<file path="src/rtl/regbus_pkg.sv">
package regbus_pkg;
  typedef enum logic [1:0] {
    ST_IDLE,
    ST_SETUP,
    ST_STROBE,
    ST_HOLD
  } accState_t;

  typedef struct packed {
    logic load;       // take a new request into the bus registers
    logic capture;    // sample incoming bus data
    logic strobeLow;  // strobe is asserted this cycle
    logic active;     // an access is in progress
  } ctlStrobe_t;
endpackage

</file>
<file path="src/rtl/regbus_ctrl.sv">
module regbus_ctrl
  import regbus_pkg::*;
#(
  parameter int STROBE_LEN = 2
) (
  input  logic       clk,
  input  logic       rst_n,
  input  logic       reqValid,
  output ctlStrobe_t ctl,
  output logic       busy,
  output logic       done
);
  localparam int CNT_W = (STROBE_LEN > 1) ? $clog2(STROBE_LEN) : 1;
  localparam logic [CNT_W-1:0] LAST_CNT = CNT_W'(STROBE_LEN - 1);

  accState_t        state;
  logic [CNT_W-1:0] lowCnt;
  logic             doneQ;

  always_ff @(posedge clk or negedge rst_n) begin
    if (!rst_n) begin
      state  <= ST_IDLE;
      lowCnt <= '0;
      doneQ  <= 1'b0;
    end else begin
      doneQ <= 1'b0;
      case (state)
        ST_IDLE: begin
          if (reqValid) state <= ST_SETUP;
        end
        ST_SETUP: begin
          state  <= ST_STROBE;
          lowCnt <= '0;
        end
        ST_STROBE: begin
          if (lowCnt == LAST_CNT) state <= ST_HOLD;
          else lowCnt <= lowCnt + 1'b1;
        end
        ST_HOLD: begin
          state <= ST_IDLE;
          doneQ <= 1'b1;
        end
        default: state <= ST_IDLE;
      endcase
    end
  end

  always_comb begin
    ctl.load      = (state == ST_IDLE) && reqValid;
    ctl.capture   = (state == ST_STROBE) && (lowCnt == LAST_CNT);
    ctl.strobeLow = (state == ST_STROBE);
    ctl.active    = (state != ST_IDLE);
  end

  assign busy = ctl.active;
  assign done = doneQ;
endmodule

</file>
<file path="src/rtl/regbus_dpath.sv">
module regbus_dpath
  import regbus_pkg::*;
#(
  parameter int BOARD_W = 4,
  parameter int REG_W   = 2,
  parameter int DATA_W  = 8
) (
  input  logic                       clk,
  input  logic                       rst_n,
  input  ctlStrobe_t                 ctl,
  input  logic [BOARD_W-1:0]         reqBoard,
  input  logic [REG_W-1:0]           reqReg,
  input  logic                       reqWrite,
  input  logic [DATA_W-1:0]          reqData,
  input  logic [DATA_W-1:0]          busDataIn,
  output logic [BOARD_W+REG_W-1:0]   busAddr,
  output logic                       busWrRd,
  output logic                       busStrobeN,
  output logic [DATA_W-1:0]          busDataOut,
  output logic                       busDataOe,
  output logic [DATA_W-1:0]          rdData
);
  localparam int ADDR_W = BOARD_W + REG_W;

  logic [ADDR_W-1:0] addrQ;
  logic              writeQ;
  logic [DATA_W-1:0] wrDataQ;
  logic [DATA_W-1:0] rdDataQ;

  always_ff @(posedge clk or negedge rst_n) begin
    if (!rst_n) begin
      addrQ   <= '0;
      writeQ  <= 1'b0;
      wrDataQ <= '0;
    end else if (ctl.load) begin
      addrQ   <= {reqBoard, reqReg};
      writeQ  <= reqWrite;
      wrDataQ <= reqData;
    end
  end

  always_ff @(posedge clk or negedge rst_n) begin
    if (!rst_n) rdDataQ <= '0;
    else if (ctl.capture && !writeQ) rdDataQ <= busDataIn;
  end

  assign busAddr    = addrQ;
  assign busWrRd    = writeQ;
  assign busDataOut = wrDataQ;
  assign busDataOe  = ctl.active && writeQ;
  assign busStrobeN = ~ctl.strobeLow;
  assign rdData     = rdDataQ;
endmodule

</file>
<file path="src/rtl/regbus_master.sv">
module regbus_master
  import regbus_pkg::*;
#(
  parameter int BOARD_W    = 4,
  parameter int REG_W      = 2,
  parameter int DATA_W     = 8,
  parameter int STROBE_LEN = 2
) (
  input  logic                     clk,
  input  logic                     rst_n,
  input  logic                     reqValid,
  input  logic [BOARD_W-1:0]       reqBoard,
  input  logic [REG_W-1:0]         reqReg,
  input  logic                     reqWrite,
  input  logic [DATA_W-1:0]        reqData,
  output logic                     busy,
  output logic                     done,
  output logic [DATA_W-1:0]        rdData,
  output logic [BOARD_W+REG_W-1:0] busAddr,
  output logic                     busWrRd,
  output logic                     busStrobeN,
  output logic [DATA_W-1:0]        busDataOut,
  output logic                     busDataOe,
  input  logic [DATA_W-1:0]        busDataIn
);
  ctlStrobe_t ctl;

  regbus_ctrl #(.STROBE_LEN(STROBE_LEN)) i_ctrl (
    .clk      (clk),
    .rst_n    (rst_n),
    .reqValid (reqValid),
    .ctl      (ctl),
    .busy     (busy),
    .done     (done)
  );

  regbus_dpath #(.BOARD_W(BOARD_W), .REG_W(REG_W), .DATA_W(DATA_W)) i_dpath (
    .clk        (clk),
    .rst_n      (rst_n),
    .ctl        (ctl),
    .reqBoard   (reqBoard),
    .reqReg     (reqReg),
    .reqWrite   (reqWrite),
    .reqData    (reqData),
    .busDataIn  (busDataIn),
    .busAddr    (busAddr),
    .busWrRd    (busWrRd),
    .busStrobeN (busStrobeN),
    .busDataOut (busDataOut),
    .busDataOe  (busDataOe),
    .rdData     (rdData)
  );
endmodule

</file>
<file path="config.mk">
export PLATFORM = sky130hd
export DESIGN_NAME = regbus_master
export DESIGN_NICKNAME = d
export VERILOG_FILES = /design/src/rtl/regbus_pkg.sv /design/src/rtl/regbus_ctrl.sv /design/src/rtl/regbus_dpath.sv /design/src/rtl/regbus_master.sv
export SDC_FILE = /design/constraint.sdc
export NUM_CORES = 1
export LEC_CHECK = 0
export ABC_AREA = 1
export BUFFER_PORTS_ARGS = -buffer_cell sky130_fd_sc_hd__buf_2
export CORE_MARGIN = 2
export CORE_UTILIZATION = 47
export CTS_CLUSTER_DIAMETER = 40
export CTS_CLUSTER_SIZE = 10
export DETAILED_ROUTE_END_ITERATION = 8
export MAX_ROUTING_LAYER = met4
export PLACE_DENSITY_LB_ADDON = 0.1
export REMOVE_ABC_BUFFERS = 1
export SETUP_SLACK_MARGIN = 0.05
export SYNTH_ARGS = -nofsm -noshare
export SYNTH_HDL_FRONTEND = slang
export SYNTH_SLANG_ARGS = --single-unit
</file>
<file path="constraint.sdc">
create_clock -name clk -period 1.6 [get_ports clk]
set_input_delay 0.16 -clock clk [delete_from_list [all_inputs] [get_ports clk]]
set_output_delay 0.16 -clock clk [all_outputs]
set_load 0.02 [all_outputs]
</file>
==> results_tabular.tex <==
\begin{tabular}{lr}
\hline
Metric & Value \\
\hline
\multicolumn{2}{l}{\textbf{Run status}} \\
\quad Outcome & completed \\
\multicolumn{2}{l}{\textbf{Finish}} \\
\quad Final non-filler cell area & 0.00162 mm\^{}2 \\
\quad Fillers & 217 \\
\quad Area added between synthesis and finish & 27.2\% \\
\quad Number of standard cells in the layout, taps in and fillers out & 217 \\
\quad FF+latch area & 677 um\^{}2 \\
\quad Total area of multi-input combinational cells & 522 um\^{}2 \\
\quad \# nets final & 219 \\
\quad Fraction of final layout cells with drive strength greater than 1 & 44.9\% \\
\quad Antenna diodes & 0 \\
\multicolumn{2}{l}{\textbf{Logic synthesis}} \\
\quad Yosys cell types & 18 \\
\quad Mean area per synthesized cell & 9.65 um\^{}2 \\
\quad EDFF count, synth & 0 \\
\quad Number of warnings issued by yosys & 0 \\
\quad Main flop type after synthesis & sky130\_fd\_sc\_hd\_\_dfrtp\_1 \\
\quad Area share of the largest cell type after synthesis & 53.0\% \\
\quad Post-synthesis cell area & 0.00127 mm\^{}2 \\
\quad Library cell with the largest summed area after synthesis & sky130\_fd\_sc\_hd\_\_dfrtp\_1 \\
\quad Leading post-synthesis cells by cell area & sky130\_fd\_sc\_hd\_\_dfrtp\_1 53\%, sky130\_fd\_sc\_hd\_\_nand2\_1 12\%, sky130\_fd\_sc\_hd\_\_nand3\_1 6.3\% \\
\quad Count leader, synth & sky130\_fd\_sc\_hd\_\_nand2\_1 \\
\quad Commonest cells post-synth & 40 x sky130\_fd\_sc\_hd\_\_nand2\_1, 27 x sky130\_fd\_sc\_hd\_\_dfrtp\_1, 16 x sky130\_fd\_sc\_hd\_\_nand3\_1 \\
\quad Count of state elements after synthesis & 27 \\
\quad Async SR Flop Fraction & 100\% \\
\quad Gate Count Post-Synth & 132 \\
\quad Post-synthesis sequential area ratio & 53.0\% \\
\multicolumn{2}{l}{\textbf{Min path}} \\
\quad Worst hold-check path type & input pin to register \\
\quad Hold-critical path depth & 3 \\
\multicolumn{2}{l}{\textbf{Global route}} \\
\quad Number of global-route vias before repair & 965 \\
\quad Wire length of the first global-routing pass & 4280 um \\
\quad Largest net degree at the start of global routing & 28 \\
\quad Antenna violations before repair & 0 \\
\quad Leftover overflow at the end of global routing & 0 \\
\quad Global Route Usage Sum & 17.4\% \\
\multicolumn{2}{l}{\textbf{Die}} \\
\quad Effective utilization at floorplan & 50.5\% \\
\quad Ports placed on the boundary & 53 \\
\quad Height of the die & 56.1 um \\
\quad Area of the core region & 0.00252 mm\^{}2 \\
\quad Number of rows in the core area & 18 \\
\quad Overall die area & 0.00314 mm\^{}2 \\
\quad Floorplan die width & 56.1 um \\
\multicolumn{2}{l}{\textbf{Place}} \\
\quad Gp weighted congestion & 0.783 \\
\quad Input/output buffers & 52 \\
\quad Total instance count after detailed placement & 209 \\
\quad DP Area & 0.00151 mm\^{}2 \\
\quad DP Wirelength & 1880 um \\
\multicolumn{2}{l}{\textbf{Route}} \\
\quad Count of nets left with antenna violations after detail routing & 0 \\
\quad DRC marker count from the first detailed-route iteration & 34 \\
\quad Number of DRC violations after detailed routing & 0 \\
\quad Total wire length & 2640 um \\
\quad Total via count in the routed design & 1,027 \\
\quad Post-detailed-route via-to-cell ratio & 4.73 \\
\quad First-pass DRT Iterations & 4 \\
\quad Detailed-route wire length per cell & 12.1 um \\
\multicolumn{2}{l}{\textbf{Setup path}} \\
\quad CP Launch Point & i\_ctrl.state[0] \\
\quad Worst r2r src & i\_ctrl.state[0] \\
\quad Number of buffer and inverter instances along the worst setup path & 3 \\
\quad Crit path required time & 1440 ps \\
\quad Kind of cell with the highest combined delay on the critical path & flip-flops \\
\quad Slowest Stage Delay on Critical Path & 450 ps \\
\quad Endpoint of the most critical register-to-register path & i\_dpath.busWrRd \\
\quad Arrival time of the worst setup path & 1320 ps \\
\quad Worst setup path category & register to output port \\
\quad Length in cells of the worst reg-to-reg path & 5 \\
\quad Setup crit start kind & register \\
\quad Worst Setup End Kind & output port \\
\quad CP Max Fanout & 7 \\
\quad Slowest CP cell & sky130\_fd\_sc\_hd\_\_dfrtp\_1 \\
\quad Slack of the worst reg-to-reg path & 400 ps \\
\quad Termination of the worst setup path & busy \\
\quad Logic depth of the worst path, buffers included & 4 \\
\quad Critical path, cell by cell & inv\_4, ha\_4, inv\_1, buf\_2 \\
\multicolumn{2}{l}{\textbf{Timing}} \\
\quad Count of final max-slew check failures & 0 \\
\quad Shortest clock period the worst path allows after layout & 1480 ps \\
\quad Maximum operating frequency & 677 MHz \\
\quad Worst-case clock skew & 4.56 ps \\
\quad Setup repair after global routing missed its margin & false \\
\quad Worst-case hold slack & 56.5 ps \\
\quad Transition time of the tightest slew-check pin & 595 ps \\
\quad Final setup violation count & 0 \\
\quad Period utilization & 92.3\% \\
\quad Final hold vios & 0 \\
\quad Max-slew headroom at the worst pin & 60.3\% \\
\multicolumn{2}{l}{\textbf{CTS}} \\
\quad H-Tree Depth & 1 \\
\quad CTS tree & built \\
\quad Root Buffer Master & sky130\_fd\_sc\_hd\_\_clkbuf\_4 \\
\quad CTS clk-pin slew, worst paths & 130 ps \\
\quad CTS buffer count & 3 \\
\quad Sink Count & 27 \\
\quad Buffer levels on the longest clock path & 2 \\
\quad Clock latency reported for the late side of the worst-skew pair & 320 ps \\
\multicolumn{2}{l}{\textbf{Power}} \\
\quad Leakage dissipation & 0.000885 uW \\
\quad Worst vdd ir & 1450 uV \\
\quad Cell area power density & 2130 mW/mm\^{}2 \\
\multicolumn{2}{l}{\textbf{Job}} \\
\quad MaxCap Viol Count & 0 \\
\hline
\end{tabular}
==> cells in the final DEF, fill, tap and decap left out, types with 2 or more instances in the layout <==
cell type                  synthesis  routed
sky130_fd_sc_hd__buf_2             1      51
sky130_fd_sc_hd__buf_4             2       7
sky130_fd_sc_hd__clkbuf_4          0       3
sky130_fd_sc_hd__dfrtp_1          27      26
sky130_fd_sc_hd__ha_1              5       2
sky130_fd_sc_hd__ha_4              0       3
sky130_fd_sc_hd__inv_1             8       5
sky130_fd_sc_hd__inv_2             1       2
sky130_fd_sc_hd__nand2_1          40      40
sky130_fd_sc_hd__nand2_2          12      12
sky130_fd_sc_hd__nand3_1          16      16
sky130_fd_sc_hd__nand4_1           8       8
sky130_fd_sc_hd__nor2_1            2       2
==> cell families after synthesis <==
logic type      Yosys count  synth area share, %
buf+inv                  17                 8.94
simple gates             81                 32.3
flops                    27                 53.0
compound gates            2                0.785
fa+ha+maj                 5                 4.91
==> worst min path at each step <==
stage / startpoint / endpoint / slack (ps)
3_5_place_dp: rst_n / i_dpath.rdData[4] / 200
2_1_floorplan: rst_n / i_ctrl.done / -140
6_report: reqReg[1] / i_dpath.busAddr[1] / 60
5_1_grt: reqReg[0] / i_dpath.busAddr[0] / 40
3_3_place_gp: rst_n / i_dpath.rdData[4] / 200
4_1_cts: reqBoard[2] / i_dpath.busAddr[4] / 50
==> area by class of cell <==
cell class	instances	area share [%]
sequential	27	41.8
inverter	9	2.47
multi-input combinational	88	32.2
clock buffer	4	1.62
timing repair buffer	59	19.6
tap	30	2.32
==> power by group <==
part	switching (uW)	total, uW	internal, uW
combinational	1180	1920	739
sequential	228	1240	1010
clock	186	284	97.6
==> worst reg2reg max path: cells and delay by family, from the launching register on <==
kind / cells / cell delay [ps]
flip-flops: 1 / 450
AND/OR/NAND/NOR: 2 / 250
adder cells (fa/ha/maj): 1 / 220
buffers and inverters: 1 / 130
AO/OA/AOI/OAI: 1 / 50
==> sequential cells by signal, indices dropped and copies added (netlist names) <==
register	flops
i_ctrl.lowCnt	1
i_dpath.busWrRd	1
i_ctrl.done	1
i_dpath.busAddr	6
i_ctrl.state	2
i_dpath.rdData	8
i_dpath.busDataOut	8
==> through the flow <==
stage | util [%] | power [uW] | worst slack [ps] | TNS, ps
after floorplan | - | 2360 | 173 | 0
after global placement | 60.0 | 2940 | 270 | 0
after detailed placement | 60.0 | 2990 | 166 | 0
after CTS | 61.7 | 3300 | -8.00 | -8.00
after global routing | 64.2 | 3720 | 47.2 | 0
final | 64.2 | 3450 | 124 | 0
==> layer usage <==
metal  wire length [um]  GRT usage, %  up-vias
met1               1230          23.5      451
met2               1200          26.2       36
met4                 51          5.10        0
met3                158          3.95        5
li1                   -             -      535
met5                  0             -        -
==> what timing repair did <==
action,in CTS,in global routing
gates resized for setup,2,10
hold endpoints to repair,27,0
setup endpoints to repair,2,3
buffers inserted,0,3
hold buffers,1,0
(Power assumes the default switching activity.)
